`src/rtl/mrseq_pkg.sv`:
```
package mrseq_pkg;

  typedef enum logic [2:0] {
    ST_IDLE,
    ST_POLL,
    ST_ZQ,
    ST_WAIT,
    ST_BURST,
    ST_REFR,
    ST_LAT
  } seq_state_t;

  // mode-register addresses
  localparam logic [7:0] MRA_STATUS = 8'd0;
  localparam logic [7:0] MRA_BURST  = 8'd1;
  localparam logic [7:0] MRA_LAT    = 8'd2;
  localparam logic [7:0] MRA_ZQ     = 8'd10;
  localparam logic [7:0] MRA_REFR   = 8'd16;

  // write codes
  localparam logic [7:0] ZQ_INIT_CODE = 8'hFF;
  localparam logic [7:0] BURST_CODE   = 8'h23; // BL8, sequential, wrap, nWR code 3
  localparam logic [7:0] REFR_FULL    = 8'h00;

  // status bit: auto-initialisation still running
  localparam int AUTOINIT_BIT = 0;

endpackage

```
`src/rtl/mrseq_timer.sv`:
```
module mrseq_timer #(
  parameter int CYCLES = 250
) (
  input  logic clk,
  input  logic rst_n,
  input  logic load,
  output logic expired
);
  localparam int CW = $clog2(CYCLES + 1);

  logic [CW-1:0] cnt_q, cnt_d;
  logic          cnt_en;

  always_comb begin
    cnt_en = load || (cnt_q != '0);
    if (load) cnt_d = CW'(CYCLES);
    else      cnt_d = cnt_q - CW'(1);
  end

  always_ff @(posedge clk or negedge rst_n) begin
    if (!rst_n)      cnt_q <= '0;
    else if (cnt_en) cnt_q <= cnt_d;
  end

  assign expired = (cnt_q == CW'(1));
endmodule

```
`src/rtl/mrseq_fsm.sv`:
```
module mrseq_fsm
  import mrseq_pkg::*;
#(
  parameter int ADDR_W = 8,
  parameter int DATA_W = 8,
  parameter int RL_W   = 4
) (
  input  logic              clk,
  input  logic              rst_n,
  input  logic              start,
  input  logic              dual_rank,
  input  logic [RL_W-1:0]   read_lat,
  input  logic              cmd_ready,
  input  logic [DATA_W-1:0] cmd_rdata,
  input  logic              wait_done,
  output logic              wait_load,
  output logic              cmd_valid,
  output logic              cmd_write,
  output logic              cmd_cs,
  output logic [ADDR_W-1:0] cmd_addr,
  output logic [DATA_W-1:0] cmd_wdata,
  output logic              cmd_refen,
  output logic              busy,
  output logic              done
);
  seq_state_t      state_q, state_d;
  logic            cs_q, cs_d;
  logic            dual_q;
  logic [RL_W-1:0] rl_q;
  logic            done_q, done_d;
  logic            cfg_en;
  logic            accept;

  assign accept = cmd_valid && cmd_ready;

  // next-state logic
  always_comb begin
    state_d   = state_q;
    cs_d      = cs_q;
    done_d    = 1'b0;
    wait_load = 1'b0;
    cfg_en    = 1'b0;
    case (state_q)
      ST_IDLE: if (start) begin
        state_d = ST_POLL;
        cs_d    = 1'b0;
        cfg_en  = 1'b1;
      end
      ST_POLL: if (accept && !cmd_rdata[AUTOINIT_BIT]) state_d = ST_ZQ;
      ST_ZQ: if (accept) begin
        state_d   = ST_WAIT;
        wait_load = 1'b1;
      end
      ST_WAIT:  if (wait_done) state_d = ST_BURST;
      ST_BURST: if (accept) state_d = ST_REFR;
      ST_REFR:  if (accept) state_d = ST_LAT;
      ST_LAT: if (accept) begin
        if (!cs_q && dual_q) begin
          cs_d    = 1'b1;
          state_d = ST_POLL;
        end else begin
          state_d = ST_IDLE;
          done_d  = 1'b1;
        end
      end
      default: state_d = ST_IDLE;
    endcase
  end

  // command decode
  always_comb begin
    cmd_valid = 1'b1;
    cmd_write = 1'b1;
    cmd_refen = 1'b0;
    cmd_addr  = '0;
    cmd_wdata = '0;
    case (state_q)
      ST_POLL: begin
        cmd_write = 1'b0;
        cmd_addr  = ADDR_W'(MRA_STATUS);
      end
      ST_ZQ: begin
        cmd_addr  = ADDR_W'(MRA_ZQ);
        cmd_wdata = DATA_W'(ZQ_INIT_CODE);
      end
      ST_BURST: begin
        cmd_addr  = ADDR_W'(MRA_BURST);
        cmd_wdata = DATA_W'(BURST_CODE);
      end
      ST_REFR: begin
        cmd_addr  = ADDR_W'(MRA_REFR);
        cmd_wdata = DATA_W'(REFR_FULL);
      end
      ST_LAT: begin
        cmd_addr  = ADDR_W'(MRA_LAT);
        cmd_wdata = {{(DATA_W-RL_W){1'b0}}, rl_q} - DATA_W'(2);
        cmd_refen = 1'b1;
      end
      default: begin
        cmd_valid = 1'b0;
        cmd_write = 1'b0;
      end
    endcase
  end

  assign cmd_cs = cs_q;
  assign busy   = (state_q != ST_IDLE);
  assign done   = done_q;

  // registers
  always_ff @(posedge clk or negedge rst_n) begin
    if (!rst_n) begin
      state_q <= ST_IDLE;
      cs_q    <= 1'b0;
      done_q  <= 1'b0;
    end else begin
      state_q <= state_d;
      cs_q    <= cs_d;
      done_q  <= done_d;
    end
  end

  always_ff @(posedge clk or negedge rst_n) begin
    if (!rst_n) begin
      dual_q <= 1'b0;
      rl_q   <= '0;
    end else if (cfg_en) begin
      dual_q <= dual_rank;
      rl_q   <= read_lat;
    end
  end
endmodule

```
`src/rtl/mrseq_top.sv`:
```
module mrseq_top #(
  parameter int CLK_MHZ    = 250,
  parameter int ZQ_WAIT_NS = 1000,
  parameter int ADDR_W     = 8,
  parameter int DATA_W     = 8,
  parameter int RL_W       = 4
) (
  input  logic              clk,
  input  logic              rst_n,
  input  logic              start,
  input  logic              dual_rank,
  input  logic [RL_W-1:0]   read_lat,
  output logic              cmd_valid,
  input  logic              cmd_ready,
  output logic              cmd_write,
  output logic              cmd_cs,
  output logic [ADDR_W-1:0] cmd_addr,
  output logic [DATA_W-1:0] cmd_wdata,
  output logic              cmd_refen,
  input  logic [DATA_W-1:0] cmd_rdata,
  output logic              busy,
  output logic              done
);
  localparam int WAIT_CYCLES = (CLK_MHZ * ZQ_WAIT_NS + 999) / 1000;

  logic wait_load;
  logic wait_done;

  mrseq_timer #(.CYCLES(WAIT_CYCLES)) u_timer (
    .clk     (clk),
    .rst_n   (rst_n),
    .load    (wait_load),
    .expired (wait_done)
  );

  mrseq_fsm #(.ADDR_W(ADDR_W), .DATA_W(DATA_W), .RL_W(RL_W)) u_fsm (
    .clk       (clk),
    .rst_n     (rst_n),
    .start     (start),
    .dual_rank (dual_rank),
    .read_lat  (read_lat),
    .cmd_ready (cmd_ready),
    .cmd_rdata (cmd_rdata),
    .wait_done (wait_done),
    .wait_load (wait_load),
    .cmd_valid (cmd_valid),
    .cmd_write (cmd_write),
    .cmd_cs    (cmd_cs),
    .cmd_addr  (cmd_addr),
    .cmd_wdata (cmd_wdata),
    .cmd_refen (cmd_refen),
    .busy      (busy),
    .done      (done)
  );
endmodule

```
`config.mk`:
```
export PLATFORM = sky130hd
export DESIGN_NAME = mrseq_top
export DESIGN_NICKNAME = d
export VERILOG_FILES = /design/src/rtl/mrseq_pkg.sv /design/src/rtl/mrseq_timer.sv /design/src/rtl/mrseq_fsm.sv /design/src/rtl/mrseq_top.sv
export SDC_FILE = /design/constraint.sdc
export NUM_CORES = 1
export LEC_CHECK = 0
export ABC_CLOCK_PERIOD_IN_PS = 3770
export BUFFER_PORTS_ARGS = -buffer_cell sky130_fd_sc_hd__clkbuf_2
export CAP_MARGIN = 20
export CORE_MARGIN = 2
export CORE_UTILIZATION = 53
export CTS_CLUSTER_DIAMETER = 40
export DETAILED_ROUTE_END_ITERATION = 6
export GPL_ROUTABILITY_DRIVEN = 0
export PLACE_DENSITY = 0.9
export RECOVER_POWER = 50
export SYNTH_ARGS = -nofsm -noshare
export SYNTH_HDL_FRONTEND = slang
export SYNTH_SLANG_ARGS = --single-unit
```
`constraint.sdc`:
```
create_clock -name clk -period 3.77 [get_ports clk]
set_input_delay 0.754 -clock clk [delete_from_list [all_inputs] [get_ports clk]]
set_output_delay 0.754 -clock clk [all_outputs]
set_load 0.02 [all_outputs]
```
==> results.py <==
metrics = {
    "run_status": {
        "status": "finished clean",
    },
    "clock_tree": {
        "clk_latency_ns": 0.29,
        "postCtsHoldBufs": 0,
        "clk_pin_slew_ns": 0.10,
        "cts_tree": "yes",
        "cts_buffer_depth": 2,
        "post_cts_resized": 0,
        "cts_root_buffer": "clkbuf_4",
        "numClockSinks": 18,
        "htreeDepth": 1,
        "post_cts_buffers": 0,
        "tritoncts.num_buffers": 3,
    },
    "yosys": {
        "ys_seq_elements": 18,
        "yosys-top-cells-area": "dfrtp_1 38%, ha_1 8.5%, mux2_2 5.8%",
        "ys_types": 34,
        "synth_top_area_frac": 0.385,
        "avgSynthCellArea_um2": 9.44,
        "ys_warn_count": 0,
        "syn_inst": 124,
        "ys_seq_area_frac": 0.385,
        "synth_top_cell_by_area": "dfrtp_1",
        "syn-cell-area_mm2": 0.00117,
    },
    "critical_path": {
        "reg2reg_setup_slack_ns": 1.64,
        "path_max_fanout": 8,
        "required_ns": 3.02,
        "arrival_ns": 1.75,
        "start_kind": "flop",
        "path_class": "reg -> out",
        "cp-end-kind": "primary output",
    },
    "global_route": {
        "gr-usage-all-layers": 0.191,
        "grt_first_pass_wirelength_um": 3710,
        "grt_start_max_net_pins": 19,
        "antenna_found_initial": 0,
        "grt_overflow": 0,
        "grt_pass1_vias": 900,
    },
    "place": {
        "dp_slack_ns": 1.63,
        "dp_hpwl_um": 1810,
        "placed_cells": 175,
        "numPortBuffers": 27,
    },
    "timing": {
        "drv_slew": 0,
        "finalHoldViolations": 0,
        "fin_crit_ns": 2.50,
        "slew_headroom": 0.374,
        "max_clock_freq_mhz": 400,
        "worst-slew-pin-transition_ns": 0.939,
        "finalCritPeriodShare": 0.664,
        "setup_ws_ns": 1.27,
        "finClkSkew_ns": 0.00231,
        "setup_violations": 0,
        "holdWs_ns": 0.512,
        "fin_setup_tns_ns": 0,
        "rsz0062_at_grt": "no",
    },
    "finish": {
        "syn2layout_area_growth_pct": 14.0,
        "fill_cells": 182,
        "layout.nets": 177,
        "antenna_cells": 0,
        "drive_gt1_frac": 0.252,
        "multi_input_area_um2": 644,
        "utilization": 0.621,
        "regArea_um2": 450,
        "stdcell_count": 179,
    },
    "floorplanning": {
        "fp.coreArea_mm2": 0.00215,
        "die_y_um": 51.0,
        "die_area_mm2": 0.00260,
        "fp.dieW_um": 51.0,
        "core.rowCount": 17,
        "initial_core_util": 0.545,
        "pin_count": 39,
    },
    "drt": {
        "vias": 965,
        "wl_met1_um": 1020,
        "ant_nets": 0,
        "wirelength_um": 2330,
        "drc": 0,
        "wl_met3_um": 104,
        "met2_length_um": 1180,
        "drt_iter0_drc": 19,
        "highest_layer": "met4",
        "wire_per_inst_um": 13.0,
        "viasPerCell": 5.39,
        "first_pass_iters": 4,
    },
    "flow_run": {
        "maxCapViolCount": 0,
    },
    "power_and_ir_drop": {
        "vdd_drop_max_v": 0.000166,
        "p_leak_nw": 0.687,
        "power-per-cell-area_mw_per_mm2": 240,
    },
    "worst_hold_path": {
        "hold_path_class": "reg -> reg",
    },
}
-- registers in the layout, summed over array words and instances (netlist names) --
| signal | cells |
|---|---|
| u_fsm.dual_q | 1 |
| u_fsm.done | 1 |
| u_fsm.cmd_cs | 1 |
| u_timer.cnt_q | 8 |
| u_fsm.rl_q | 4 |
| u_fsm.state_q | 3 |
-- area by class of cell --
type	instances	area share
Tap cell	28	0.0262
Clock buffer	4	0.0272
Timing Repair Buffer	27	0.0984
Inverter	10	0.0281
Multi-Input combinational cell	92	0.483
Sequential cell	18	0.337
-- kinds of logic (layout without fill, tap and decap cells) --
| logic type | Yosys count | count (layout) | synth area share |
|---|---|---|---|
| xor gates and xnor gates | 4 | 4 | 0.0299 |
| muxes | 8 | 8 | 0.0748 |
| buffers and inverters | 17 | 41 | 0.0748 |
| AOI/OAI and AO/OA | 24 | 24 | 0.147 |
| and+or+nand+nor | 44 | 44 | 0.200 |
| DFF | 18 | 18 | 0.385 |
| other | 1 | 4 | 0.00320 |
| adders and majority gates | 8 | 8 | 0.0855 |
-- synth_stat cells, drive strengths merged --
cell / n
or2: 1
nor2b: 2
xnor2: 3
o21ai: 5
ha: 8
buf: 7
inv: 10
conb: 1
nor2: 3
and3: 2
o211ai: 1
a21o: 1
or4: 1
or3b: 1
mux2: 6
mux2i: 2
and2: 3
o31ai: 2
nand3: 6
nor3: 4
xor2: 1
a21boi: 2
a31oi: 1
nand2: 16
o21a: 1
a31o: 1
a21oi: 7
nor4: 2
nand2b: 3
a311oi: 2
dfrtp: 18
a2111oi: 1
-- worst paths after layout --
path,startpoint,end,depth (start not counted)
max,u_fsm.state_q[1],cmd_valid,5
min,u_fsm.rl_q[0],u_fsm.rl_q[0],1
max reg2reg,u_fsm.state_q[1],u_fsm.state_q[0],6
min reg2reg,u_fsm.rl_q[0],u_fsm.rl_q[0],1
max in group asynchronous,rst_n,u_timer.cnt_q[1],1
min in group asynchronous,rst_n,u_fsm.rl_q[2],1
-- worst max-delay path, cell delays in order, from the launching register on --
cell and delay (ns):
dfrtp_1 0.48, inv_1 0.14, ha_1 0.30, nand2_1 0.18, nand2b_1 0.17, clkbuf_2 0.19
-- report_power, final --
part	internal (mW)	total [mW]	switching, mW	leakage, nW
Combinational	0.00336	0.0122	0.00886	0.445
Sequential	0.193	0.193	0	0.221
Clock	0.0588	0.115	0.0565	0.0210
Total	0.255	0.320	0.0653	0.687
-- metrics by stage --
step	total power, mW	instance area [µm²]
finish	0.320	1340
global route	0.336	1340
CTS	0.326	1340
detailed placement	0.209	1300
global placement	0.209	1300
floorplan	0.204	1180
-- layout by cell type (no fill, tap or decap), types with 2 or more instances in the layout --
cell type	instances
ha_1	8
a21boi_0	2
and2_1	3
inv_1	10
dfrtp_1	18
o31ai_1	2
conb_1	4
nor2b_1	2
nor3_1	4
and3_1	2
nor2_1	3
nand2b_1	3
xnor2_1	3
mux2i_1	2
a21oi_1	7
clkbuf_1	3
clkbuf_2	24
o21ai_0	5
mux2_2	6
clkbuf_4	3
nand3_1	6
nand2_1	16
a311oi_1	2
-- per-layer routing --
metal / up-vias / global-route usage
met4: 0 / 0.0991
li1: 480 / -
met3: 6 / 0.0205
met2: 33 / 0.340
met5: - / 0
met1: 446 / 0.225
Note: power is estimated with default switching activity, not from simulation.
